`config.mk`:
```
export PLATFORM = sky130hd
export DESIGN_NAME = fp_trunc_adder
export DESIGN_NICKNAME = d
export VERILOG_FILES = /design/src/rtl/fp_trunc_adder.sv
export SDC_FILE = /design/constraint.sdc
export NUM_CORES = 1
export LEC_CHECK = 0
export ABC_AREA = 1
export CAP_MARGIN = 20
export CORE_AREA = 2 2 117 119
export CTS_BUF_LIST = sky130_fd_sc_hd__clkbuf_16
export CTS_CLUSTER_DIAMETER = 40
export CTS_CLUSTER_SIZE = 20
export DETAILED_ROUTE_END_ITERATION = 10
export DIE_AREA = 0 0 119 121
export DONT_BUFFER_PORTS = 1
export PLACE_DENSITY = 0.71
export SLEW_MARGIN = 40
export SYNTH_ARGS = -nofsm -noshare
export SYNTH_HDL_FRONTEND = slang
export SYNTH_SLANG_ARGS = --single-unit
```
`constraint.sdc`:
```
create_clock -name clk -period 0.8 [get_ports clk]
set_input_delay 0 -clock clk [delete_from_list [all_inputs] [get_ports clk]]
set_output_delay 0 -clock clk [all_outputs]
set_load 0.03 [all_outputs]
```
`src/rtl/fp_trunc_adder.sv`:
```
module fp_trunc_adder #(
  parameter int EXP_W = 8,
  parameter int MAN_W = 10
) (
  input  logic                     clk,
  input  logic                     rst_n,
  input  logic                     start,
  input  logic [EXP_W+MAN_W:0]     op_a,
  input  logic [EXP_W+MAN_W:0]     op_b,
  output logic [EXP_W+MAN_W:0]     sum,
  output logic                     valid
);
  localparam int W   = 1 + EXP_W + MAN_W;
  localparam int SW  = MAN_W + 1;
  localparam int LZW = $clog2(SW + 1);
  localparam int CW  = (EXP_W > LZW) ? EXP_W : LZW;
  localparam logic [EXP_W-1:0] EXP_ALL = {EXP_W{1'b1}};
  localparam logic [EXP_W-1:0] EXP_BIG = EXP_ALL - 1'b1;

  function automatic logic [LZW-1:0] count_lz(input logic [SW-1:0] v);
    logic [LZW-1:0] n;
    logic hit;
    n = '0;
    hit = 1'b0;
    for (int i = SW - 1; i >= 0; i--) begin
      if (!hit) begin
        if (v[i]) hit = 1'b1;
        else      n = n + 1'b1;
      end
    end
    return n;
  endfunction

  wire a_first = op_a[W-2:0] >= op_b[W-2:0];
  wire [W-1:0] big = a_first ? op_a : op_b;
  wire [W-1:0] sml = a_first ? op_b : op_a;
  wire sign_l  = big[W-1];
  wire eff_sub = op_a[W-1] ^ op_b[W-1];

  wire [EXP_W-1:0] fld_l = big[W-2:MAN_W];
  wire [EXP_W-1:0] fld_s = sml[W-2:MAN_W];
  wire [EXP_W-1:0] exp_l = (fld_l == '0) ? EXP_W'(1) : fld_l;
  wire [EXP_W-1:0] exp_s = (fld_s == '0) ? EXP_W'(1) : fld_s;
  wire [SW-1:0] sig_l = {|fld_l, big[MAN_W-1:0]};
  wire [SW-1:0] sig_s = {|fld_s, sml[MAN_W-1:0]};

  wire [EXP_W-1:0] ediff = exp_l - exp_s;
  wire [SW-1:0] sig_al = (ediff >= EXP_W'(SW)) ? '0 : (sig_s >> ediff);

  wire [SW:0] raw = eff_sub ? ({1'b0, sig_l} - {1'b0, sig_al})
                            : ({1'b0, sig_l} + {1'b0, sig_al});
  wire carry = raw[SW];

  wire [CW-1:0] lz    = CW'(count_lz(raw[SW-1:0]));
  wire [CW-1:0] room  = CW'(exp_l) - 1'b1;
  wire [CW-1:0] sh    = (lz <= room) ? lz : room;
  wire [SW-1:0] norm  = raw[SW-1:0] << sh;
  wire [CW-1:0] exp_n = CW'(exp_l) - sh;

  wire [EXP_W:0] exp_c = {1'b0, exp_l} + 1'b1;
  wire sat = exp_c >= {1'b0, EXP_ALL};

  logic [W-1:0] res;
  always_comb begin
    if (raw == '0)
      res = '0;
    else if (carry)
      res = sat ? {sign_l, EXP_BIG, {MAN_W{1'b1}}}
                : {sign_l, exp_c[EXP_W-1:0], raw[MAN_W:1]};
    else
      res = {sign_l, norm[MAN_W] ? exp_n[EXP_W-1:0] : EXP_W'(0), norm[MAN_W-1:0]};
  end

  always_ff @(posedge clk or negedge rst_n) begin
    if (!rst_n) begin
      sum   <= '0;
      valid <= 1'b0;
    end else begin
      valid <= start;
      if (start) sum <= res;
    end
  end
endmodule

```
==> results of run 1 <==
-- logic make-up (layout without fill, tap and decap cells) --
group                      count (synthesis)  count (layout)  synth area share (%)
AOI/OAI and AO/OA                        130             130                  13.1
xor gates and xnor gates                  20              20                  3.17
adders and majority gates                 58              58                  13.0
buffers and inverters                    167             469                  12.1
DFF                                       20              20                  8.68
other                                      1               2                0.0650
and+or+nand+nor                          602             602                  49.9
-- path summary, 6_finish.rpt --
kind | cells after the start | slack (ns) | end | start
worst min register to register | 2 | 0.48 | sum[16]$_DFFE_PN0P_ | sum[16]$_DFFE_PN0P_
worst max register to register | 3 | 0.04 | sum[17]$_DFFE_PN0P_ | sum[17]$_DFFE_PN0P_
max in group asynchronous | 2 | 0.27 | sum[7]$_DFFE_PN0P_ | rst_n
worst min-delay path | 3 | 0.06 | sum[12]$_DFFE_PN0P_ | start
min in group asynchronous | 2 | 0.23 | sum[17]$_DFFE_PN0P_ | rst_n
worst max-delay path | 102 | -10.95 | sum[16]$_DFFE_PN0P_ | op_b[1]
-- critical path: cells and delay by family --
kind	cells	cell delay, ns
adders and majority gates	15	3.87
buffers and inverters	14	1.12
xor gates and xnor gates	1	0.18
AOI/OAI and AO/OA	10	1.07
and+or+nand+nor	62	5.63
-- metal layers --
layer	up-vias	part of all wire, %
met5	-	0
met4	0	3.4
met3	61	4.5
met2	225	52
met1	3545	40
li1	3849	-
-- synthesized netlist by cell type, types with 4 or more instances --
master      n  area, µm²
a21oi_1    29        145
buf_2       7       35.0
buf_4       5       37.5
buf_6       6       67.6
clkbuf_1    7       26.3
dfrtp_1    20        500
ha_1       55        688
inv_1     117        439
inv_2      21       78.8
nand2_1   327       1230
nand2_2    29        181
nand2_4     4       45.0
nand3_1    93        465
nand3_2    11        110
nand4_1    32        200
nor2_1     67        251
nor2_2     10       62.6
nor2_4      4       45.0
o211ai_1    5       37.5
o21ai_0    55        275
o21ai_1    15       75.1
o21ai_2    10       87.6
xnor2_1     7       61.3
xor2_1     12        105
-- repair_timing --
| item | in CTS | in global routing |
|---|---|---|
| pin swaps | 100 | 97 |
| endpoints found under the hold margin | 39 | 20 |
| setup buffers | 36 | 16 |
| gates cloned | 2 | 0 |
| endpoints found under the setup margin | 24 | 38 |
| hold buffers | 2 | 1 |
| gates resized for setup | 134 | 99 |
-- cells in the final DEF, fill, tap and decap left out, drive strengths merged, types with 2 or more instances in the layout --
cell	count
nor2	84
o211ai	5
and2	3
xor2	12
o21bai	3
conb	2
a21oi	33
o21ai	80
fa	3
o31ai	2
nand2	360
ha	55
nand4	35
clkinv	4
nor3	4
inv	138
nand3	106
dfrtp	20
nand3b	4
o21a	2
clkbuf	3
buf	320
xnor2	8
or2	5
-- metrics by stage --
step                      cells  TNS (ns)  power (mW)  hold WS, ns
after floorplan             999   -187.25        17.1       -0.296
after global routing       1477   -211.62        36.6       0.0842
after global placement     1421   -198.68        25.4       -0.295
after detailed placement   1421   -206.08        25.9       -0.295
final                      1477   -198.18        33.7       0.0590
after CTS                  1462   -193.44        29.8       0.0632
-- cell type report --
class                           instances  area [µm²]
Fill cell                             929        3460
Tap cell                              176         220
Clock inverter                          1        30.0
Multi-Input combinational cell        812        5630
Inverter                              142         589
Timing Repair inverter                  1        3.75
Clock buffer                            3        75.1
Sequential cell                        20         500
Timing Repair Buffer                  322        2570
-- registers in the layout (all words and copies together) (netlist names) --
signal and flops:
sum 19, valid 1
-- where the power goes --
group          internal, mW  switching [mW]  total, mW
Combinational          14.1            16.4       30.5
Sequential             1.50           0.314       1.81
Clock                 0.991           0.343       1.33
==> impl_metrics.csv, run 1 <==
group,metric,value,unit
global_route,grt_overflow,0,
logic_synthesis,ys_types,53,
logic_synthesis,synth_ff_type,"dfrtp_1",
placement,placed_area,8160,µm²
drt,drt-initial-drc-count,410,
drt,wl_per_cell,14.1,µm
clock_tree,root_buffer,"clkbuf_16",
sta,rsz0062_at_grt,"yes",
logic_synthesis,avgSynthCellArea,5.78,µm²
clock_tree,cts_buffer_depth,2,
global_route,met1_usage,30.2,%
clock_tree,cts_tree,"yes",
worst_setup_path,path_class,"in -> reg",
logic_synthesis,ys_seq_area_share,8.68,%
pwr,pwr_density_cell,3500,nW/µm²
run_status,status,"finished, violations left",
global_route,grt_start_max_net_pins,33,
worst_setup_path,required,0.94,ns
finish,drive_gt1_share,47.7,%
sta,postLayoutSetupSlackWorst,-10.95,ns
floorplanning,rows,42,
clock_tree,clock_latency,0.25,ns
floorplanning,die_h,121,µm
pwr,p_leak,4.99,nW
global_route,grt_pass1_vias,7442,
placement,routabilityCongestion,0.931,
floorplanning,start_util,44.1,%
sta,min_period_over_period,1470,%
global_route,antenna_found_initial,0,
sta,finalCriticalPeriod,11.75,ns
worst_setup_path,cpMostUsedCell,"nand2_2",
clock_tree,path_clk_slew,0.05,ns
floorplanning,die_x,119,µm
clock_tree,htree_levels,1,
worst_setup_path,crit_path_end_kind,"register",
global_route,grt.busiest_layer,"met2",
finish,antenna_cells,0,
global_route,grt_pass1_wl,32.4,mm
floorplanning,ioPinCount,61,
finish,post-route-util,73.6,%
drt,vias,7680,
logic_synthesis,synth_area,5770,µm²
logic_synthesis,async_flop_share,100,%
sta,worst_slew_pin_slew,0.750,ns
worst_setup_path,max_stage_delay,0.38,ns
finish,area_growth,66.9,%
pwr,ir_worst_vdd,0.00173,V
logic_synthesis,synth_edf_count,0,
worst_setup_path,start_kind,"input port",
logic_synthesis,synth_warnings,0,
sta,setup_viol,20,
clock_tree,cts.sinks,20,
drt,postRouteAntennaNets,0,
global_route,grt_util_met3,2.26,%
sta,final-max-slew-violation-count,0,
floorplanning,die_area,14400,µm²
worst_setup_path,cp_max_fo,7,
sta,fin_skew,0,ns
sta,relSlewSlack,49.5,%
sta,hold_violations,0,
clock_tree,cts_made_buffers,3,
logic_synthesis,synth-seq-cells,20,
hold_path,min_path_type,"in -> reg",
finish,layout.nets,1401,
finish,final_cell_area,9630,µm²
run_status,violations,"negative setup slack",
run,maxCapViolCount,0,
placement,pre_cts_slack,-11.36,ns
placement,numPortBuffers,0,
worst_setup_path,slowest_stage,"fa_2",
global_route,grt_util_all_layers,26.6,%
drt,wirelength,20.9,mm
logic_synthesis,synthCells,998,
floorplanning,core_area,13100,µm²
global_route,grt_use_met2,52.3,%
drt,viasPerCell,5.20,
drt,dr.pass1.iters,5,
worst_setup_path,critPathArrivalTime,11.89,ns
placement,hpwl,14.9,mm
drt,drc,0,
sta,max_freq,85.1,MHz
Note: power is estimated with default switching activity, not from simulation.
==> inputs of run 2 (changes only) <==
Settings changed: ABC_AREA 1 to not set, CORE_AREA 2 2 117 119 to 2 2 123 125, DIE_AREA 0 0 119 121 to 0 0 125 127.
==> run 2 against run 1 <==
Compared with the run above:
- the flow still finishes with violations (negative setup slack)
- flip-flop and latch count is the same
- cell area rose by 13%
- sequential power hardly changed
- clock power decreased by 25%
- critical endpoint is now sum[15]$_DFFE_PN0P_
- largest cell class unchanged
==> impl_metrics.csv, run 2 <==
group,metric,value,unit
run_status,status,"finished, violations left",
run_status,violations,"negative setup slack",
sta,max_freq,72.7,MHz
worst_setup_path,start_kind,"input port",
global_route,antenna_found_initial,0,
finish,final_cell_mix,"339 x buf_4, 82 x nand2_1, 69 x nor2_1, 43 x inv_1, 43 x a21oi_1",
finish,fin_cells,1414,
drt,wirelength,27.8,mm
pwr,p_leak,4.77,nW
worst_setup_path,max_stage_delay,0.49,ns
logic_synthesis,avgSynthCellArea,7.21,µm²
hold_path,min_path_type,"in -> reg",
sta,rsz0062_at_grt,"yes",
placement,numPortBuffers,0,
finish,drive_gt1_share,50.7,%
finish,fillers,952,
logic_synthesis,synth_area,6380,µm²
logic_synthesis,synthCells,885,
sta,relSlewSlack,55.6,%
sta,postLayoutSetupSlackWorst,-12.95,ns
logic_synthesis,synth_xor_area_share,5.04,%
sta,worst_slew_pin_slew,0.649,ns
sta,min_period_over_period,1720,%
finish,layout.nets,1330,
finish,ff_latch_area,500,µm²
worst_setup_path,critPathArrivalTime,13.86,ns
global_route,grt_util_all_layers,30.8,%
logic_synthesis,synth-seq-cells,20,
logic_synthesis,synth-compound-area-share,31.1,%
placement,hpwl,18.6,mm
logic_synthesis,synth_area_leaders,"ha_1 11%, dfrtp_1 7.8%, a21oi_1 5.7%, mux2i_1 5.6%, nor2_1 5.1%",
placement,placed_area,9160,µm²
finish,largest_registers,"sum (19), valid (1)",
clock_tree,cts_tree,"yes",
sta,fin_skew,0,ns
global_route,grt_pass1_wl,41.2,mm
clock_tree,cts.sinks,20,
worst_setup_path,slowest_stage,"mux4_2",
clock_tree,clock_latency,0.25,ns
sta,finalCriticalPeriod,13.75,ns
logic_synthesis,ys_seq_area_share,7.84,%
floorplanning,die_x,125,µm
drt,dr.pass1.iters,6,
drt,postRouteAntennaNets,0,
worst_setup_path,path_class,"in -> reg",
drt,drc,0,
pwr,total_power,32.3,mW
worst_setup_path,cpMostUsedCell,"ha_1",
logic_synthesis,synth_top_family_by_area,"compound AO/OA/AOI/OAI gates",
logic_synthesis,synthTopCellsByCount,"87 x nor2_1, 85 x nand2_1, 73 x a21oi_1",
sta,hold_ws,0.0573,ns
drt,wl_per_cell,19.6,µm
floorplanning,rows,44,
logic_synthesis,synth_edf_count,0,
pwr,ir_worst_vdd,0.00162,V
logic_synthesis,ys_types,93,
logic_synthesis,synth_top_area_share,10.8,%
worst_setup_path,required,0.91,ns
pwr,pwr_density_cell,2980,nW/µm²
sta,final-max-slew-violation-count,0,
finish,area_growth,69.9,%
sta,fin_tns_setup,-236.46,ns
finish,antenna_cells,0,
logic_synthesis,synth-simple-area-share,25.5,%
finish,multi_input_area,6650,µm²
logic_synthesis,synth_fa_ha_area_share,12.0,%
floorplanning,die_h,127,µm
clock_tree,root_buffer,"clkbuf_16",
global_route,grt_overflow,0,
finish,top_register,"sum",
finish,largest_register_ffs,19,
logic_synthesis,synth_warnings,0,
placement,routabilityCongestion,0.981,
floorplanning,core_area,14400,µm²
run,maxCapViolCount,0,
sta,hold_violations,0,
global_route,grt_start_max_net_pins,28,
logic_synthesis,async_flop_share,100,%
logic_synthesis,synth_most_common_cell,"nor2_1",
floorplanning,start_util,44.2,%
logic_synthesis,muxShareOfSynthArea,11.4,%
floorplanning,die_area,15900,µm²
clock_tree,htree_levels,1,
drt,drt-initial-drc-count,617,
drt,viasPerCell,6.20,
drt,vias,8764,
finish,final_cell_area,10800,µm²
worst_setup_path,cp_max_fo,5,
worst_setup_path,crit_path_end_kind,"register",
clock_tree,path_clk_slew,0.05,ns
logic_synthesis,synth_ff_type,"dfrtp_1",
floorplanning,ioPinCount,61,
global_route,grt_pass1_vias,8398,
logic_synthesis,synth_top_area_cell,"ha_1",
sta,setup_viol,22,
finish,final_common_cell,"buf_4",
clock_tree,cts_made_buffers,3,
clock_tree,cts_buffer_depth,2,
placement,dp_cells,1348,
## run 2: critical path, delay by kind of cell
family | cells | cell delay [ns]
and+or+nand+nor | 23 | 3.40
muxes | 3 | 1.11
xor gates and xnor gates | 2 | 0.42
AOI/OAI and AO/OA | 26 | 3.27
buffers and inverters | 11 | 1.21
adders and majority gates | 15 | 4.45
## run 2: repair_timing
action / in CTS / in global routing
gates cloned: 0 / 1
endpoints found under the hold margin: 33 / 20
hold buffers: 2 / 1
pin swaps: 83 / 91
setup buffers: 42 / 21
gates resized for setup: 115 / 113
setup endpoints to repair: 29 / 37
## run 2: worst paths after layout
kind	slack (ns)	startpoint	cells after the start	end
setup / recovery	-12.95	op_b[12]	80	sum[15]$_DFFE_PN0P_
hold / removal	0.06	start	2	sum[11]$_DFFE_PN0P_
hold reg to reg	0.50	sum[4]$_DFFE_PN0P_	2	sum[4]$_DFFE_PN0P_
min in group asynchronous	0.27	rst_n	2	sum[6]$_DFFE_PN0P_
setup reg to reg	0.02	sum[11]$_DFFE_PN0P_	2	sum[11]$_DFFE_PN0P_
max in group asynchronous	0.22	rst_n	2	sum[17]$_DFFE_PN0P_
## run 2: report_power, final
group | internal [mW] | switching (mW) | leakage (nW)
clock | 0.664 | 0.331 | 0.0385
sequential | 1.46 | 0.365 | 0.243
combinational | 14.8 | 14.6 | 4.49
total | 17.0 | 15.3 | 4.77
## run 2: kinds of logic (layout without fill, tap and decap cells)
family	count (synthesis)	count (layout)
mux	59	59
compound gates	279	279
buf+inv	106	450
flops	20	20
xor+xnor	33	33
fa+ha+maj	60	60
other cells	1	2
simple gates	327	327
## run 2: routing by layer
metal	vias up	global-route usage [%]	part of all wire (%)
met1	4170	37.2	38
met2	473	57.5	50
li1	3997	-	-
met5	-	0	0
met4	0	9.41	4.8
met3	124	3.14	6.9
## run 2: cell type report
cell class              instances  share of cell area (%)
repair buffers                387                    28.8
well taps                     184                    2.12
clock buffers                   3                   0.693
inverters                      59                    2.40
multi-input cells             760                    61.3
clock inverters                 1                  0.0346
flip-flops and latches         20                    4.62
## run 2: per-stage QoR
| step | util, % | setup slack, ns |
|---|---|---|
| final | 75.2 | -12.95 |
| after global routing | 75.2 | -13.63 |
| after CTS | 70.1 | -12.81 |
| after detailed placement | 63.5 | -13.68 |
| after global placement | 63.5 | -13.25 |
| after floorplan | - | -13.40 |
==> inputs of run 3 (changes only) <==
Settings changed: CORE_AREA 2 2 123 125 to 2 2 139 141, DIE_AREA 0 0 125 127 to 0 0 141 143, PLACE_DENSITY 0.71 to 0.6, RECOVER_POWER set to 25.
==> run 3 against run 2 <==
Compared with the run above:
- the flow finishes with violations (negative hold slack, negative setup slack)
- total power decreased by 7.7%
- combinational power decreased by 8.1%
- sequential power is 3% lower
- via count decreased by 6.8%
- cell count up 3.9%
- maximum frequency is 0.86% higher
- critical path depth fell by 12
- routed wire length down 13%
- global-route usage is 8.0 points lower
- cell area fell by 2.7%
- critical path type unchanged
- critical endpoint is now sum[13]$_DFFE_PN0P_
==> impl_metrics.csv, run 3 (same netlist as run 2, synthesis figures left out) <==
group,metric,value,unit
finish,final_common_cell,"buf_4",
sta,relSlewSlack,65.9,%
placement,hpwl,18.9,mm
floorplanning,start_util,34.3,%
worst_setup_path,path_buf_inv,7,
clock_tree,cts_buffer_depth,2,
drt,drt-initial-drc-count,435,
run,maxCapViolCount,0,
worst_setup_path,critPathTopFamily,"compound AO/OA/AOI/OAI gates",
pwr,p_leak,4.72,nW
finish,drive_gt1_share,48.2,%
worst_setup_path,slowest_stage,"mux4_2",
sta,final-max-slew-violation-count,0,
finish,fillers,1635,
worst_setup_path,path_class,"in -> reg",
floorplanning,die_area,20200,µm²
global_route,grt_start_max_net_pins,28,
hold_path,hold_start,"start",
sta,worst_slew_pin_slew,0.506,ns
clock_tree,htree_levels,1,
worst_setup_path,max_stage_delay,0.55,ns
floorplanning,die_x,141,µm
clock_tree,cts.sinks,20,
drt,viasPerCell,5.56,
placement,placed_area,9300,µm²
worst_setup_path,cp_max_fo,8,
placement,numPortBuffers,0,
sta,setup_viol,19,
clock_tree,path_clk_slew,0.05,ns
sta,max_freq,73.4,MHz
placement,dp_cells,1411,
worst_setup_path,reg2reg_to,"sum[2]$_DFFE_PN0P_",
clock_tree,root_buffer,"clkbuf_16",
drt,vias,8169,
sta,min_period_over_period,1700,%
hold_path,min_path_type,"in -> reg",
finish,largest_register_ffs,19,
finish,final_cell_mix,"361 x buf_4, 82 x nand2_1, 78 x nor2_1, 49 x a21oi_1, 47 x inv_1",
finish,top_register,"sum",
floorplanning,core_area,18600,µm²
finish,area_growth,65.2,%
floorplanning,ioPinCount,61,
drt,postRouteAntennaNets,0,
sta,hold_violations,13,
run_status,status,"finished, violations left",
run_status,violations,"negative hold slack, negative setup slack",
sta,fin_skew,0,ns
worst_setup_path,cpMostUsedCell,"ha_1",
floorplanning,rows,50,
global_route,grt_pass1_wl,38.4,mm
global_route,grt_util_all_layers,22.8,%
placement,pre_cts_slack,-13.41,ns
global_route,grt_overflow,0,
sta,fin_tns_setup,-234.08,ns
worst_setup_path,start_kind,"input port",
placement,routabilityCongestion,0.945,
drt,dr.pass1.iters,5,
sta,finalCriticalPeriod,13.63,ns
clock_tree,cts_tree,"yes",
drt,wirelength,24.3,mm
global_route,grt_pass1_vias,7872,
clock_tree,clock_latency,0.24,ns
worst_setup_path,critPathArrivalTime,13.79,ns
pwr,total_power,29.8,mW
finish,largest_registers,"sum (19), valid (1)",
pwr,ir_worst_vdd,0.00131,V
finish,layout.nets,1336,
drt,drc,0,
hold_path,hold_depth,0,
worst_setup_path,worstReg2RegStart,"sum[2]$_DFFE_PN0P_",
drt,wl_per_cell,16.5,µm
hold_path,hold_path_end,"valid$_DFF_PN0_",
worst_setup_path,required,0.96,ns
clock_tree,cts_made_buffers,3,
worst_setup_path,crit_path_end_kind,"register",
finish,final_cell_area,10500,µm²
sta,rsz0062_at_grt,"yes",
worst_setup_path,r2r_cells,3,
global_route,antenna_found_initial,1,
finish,fin_cells,1469,
sta,postLayoutSetupSlackWorst,-12.83,ns
finish,antenna_cells,0,
worst_setup_path,reg2reg_slack,0.04,ns
pwr,pwr_density_cell,2830,nW/µm²
floorplanning,die_h,143,µm
sta,hold_ws,-0.218,ns
run 3: worst max-delay path by stage:
stage                          end  slack [ns]     start  depth (start not counted)
2_1_floorplan  sum[16]$_DFFE_PN0P_      -13.40  op_b[13]                         84
3_3_place_gp   sum[15]$_DFFE_PN0P_      -13.23  op_b[15]                         74
3_5_place_dp   sum[16]$_DFFE_PN0P_      -13.41  op_b[15]                         74
4_1_cts        sum[16]$_DFFE_PN0P_      -12.68   op_b[0]                         75
5_1_grt        sum[16]$_DFFE_PN0P_      -13.45   op_b[9]                         76
6_report       sum[13]$_DFFE_PN0P_      -12.83   op_b[9]                         68
run 3: layout make-up:
class                           count  area, µm²  share of cell area [%]
Sequential cell                    20        500                    4.75
Inverter                           59        243                    2.30
Timing Repair Buffer              393       3090                    29.3
Tap cell                          234        293                    2.78
Clock buffer                        3       75.1                   0.712
Multi-Input combinational cell    760       6340                    60.2
run 3: repair_timing:
item	CTS	global route
setup buffers	35	20
resized for setup	87	67
endpoints found under the hold margin	33	33
pin swaps	60	46
hold buffers	1	1
endpoints found under the setup margin	25	33
run 3: worst register-to-register path: stages, from the launching register on:
cell	delay, ns
dfrtp_1	0.39
buf_4	0.14
nand2_1	0.05
o31ai_1	0.06
run 3: power breakdown:
part           switching [mW]  internal [mW]  total [mW]
sequential              0.313           1.46        1.77
combinational            13.1           14.0        27.1
clock                   0.313          0.656       0.969
run 3: metrics by stage:
step / hold WS (ns) / utilization [%]
floorplan: -0.296 / -
global placement: -0.295 / 50.0
detailed placement: -0.295 / 50.0
CTS: -0.217 / 54.2
global route: -0.219 / 56.7
finish: -0.218 / 56.7
run 3: layer usage:
metal | global-route usage [%] | part of all wire [%] | vias up
li1 | - | - | 4015
met5 | 0 | 0 | -
met2 | 42.0 | 49 | 231
met3 | 1.37 | 4.8 | 32
met4 | 3.63 | 1.7 | 0
met1 | 29.9 | 44 | 3891
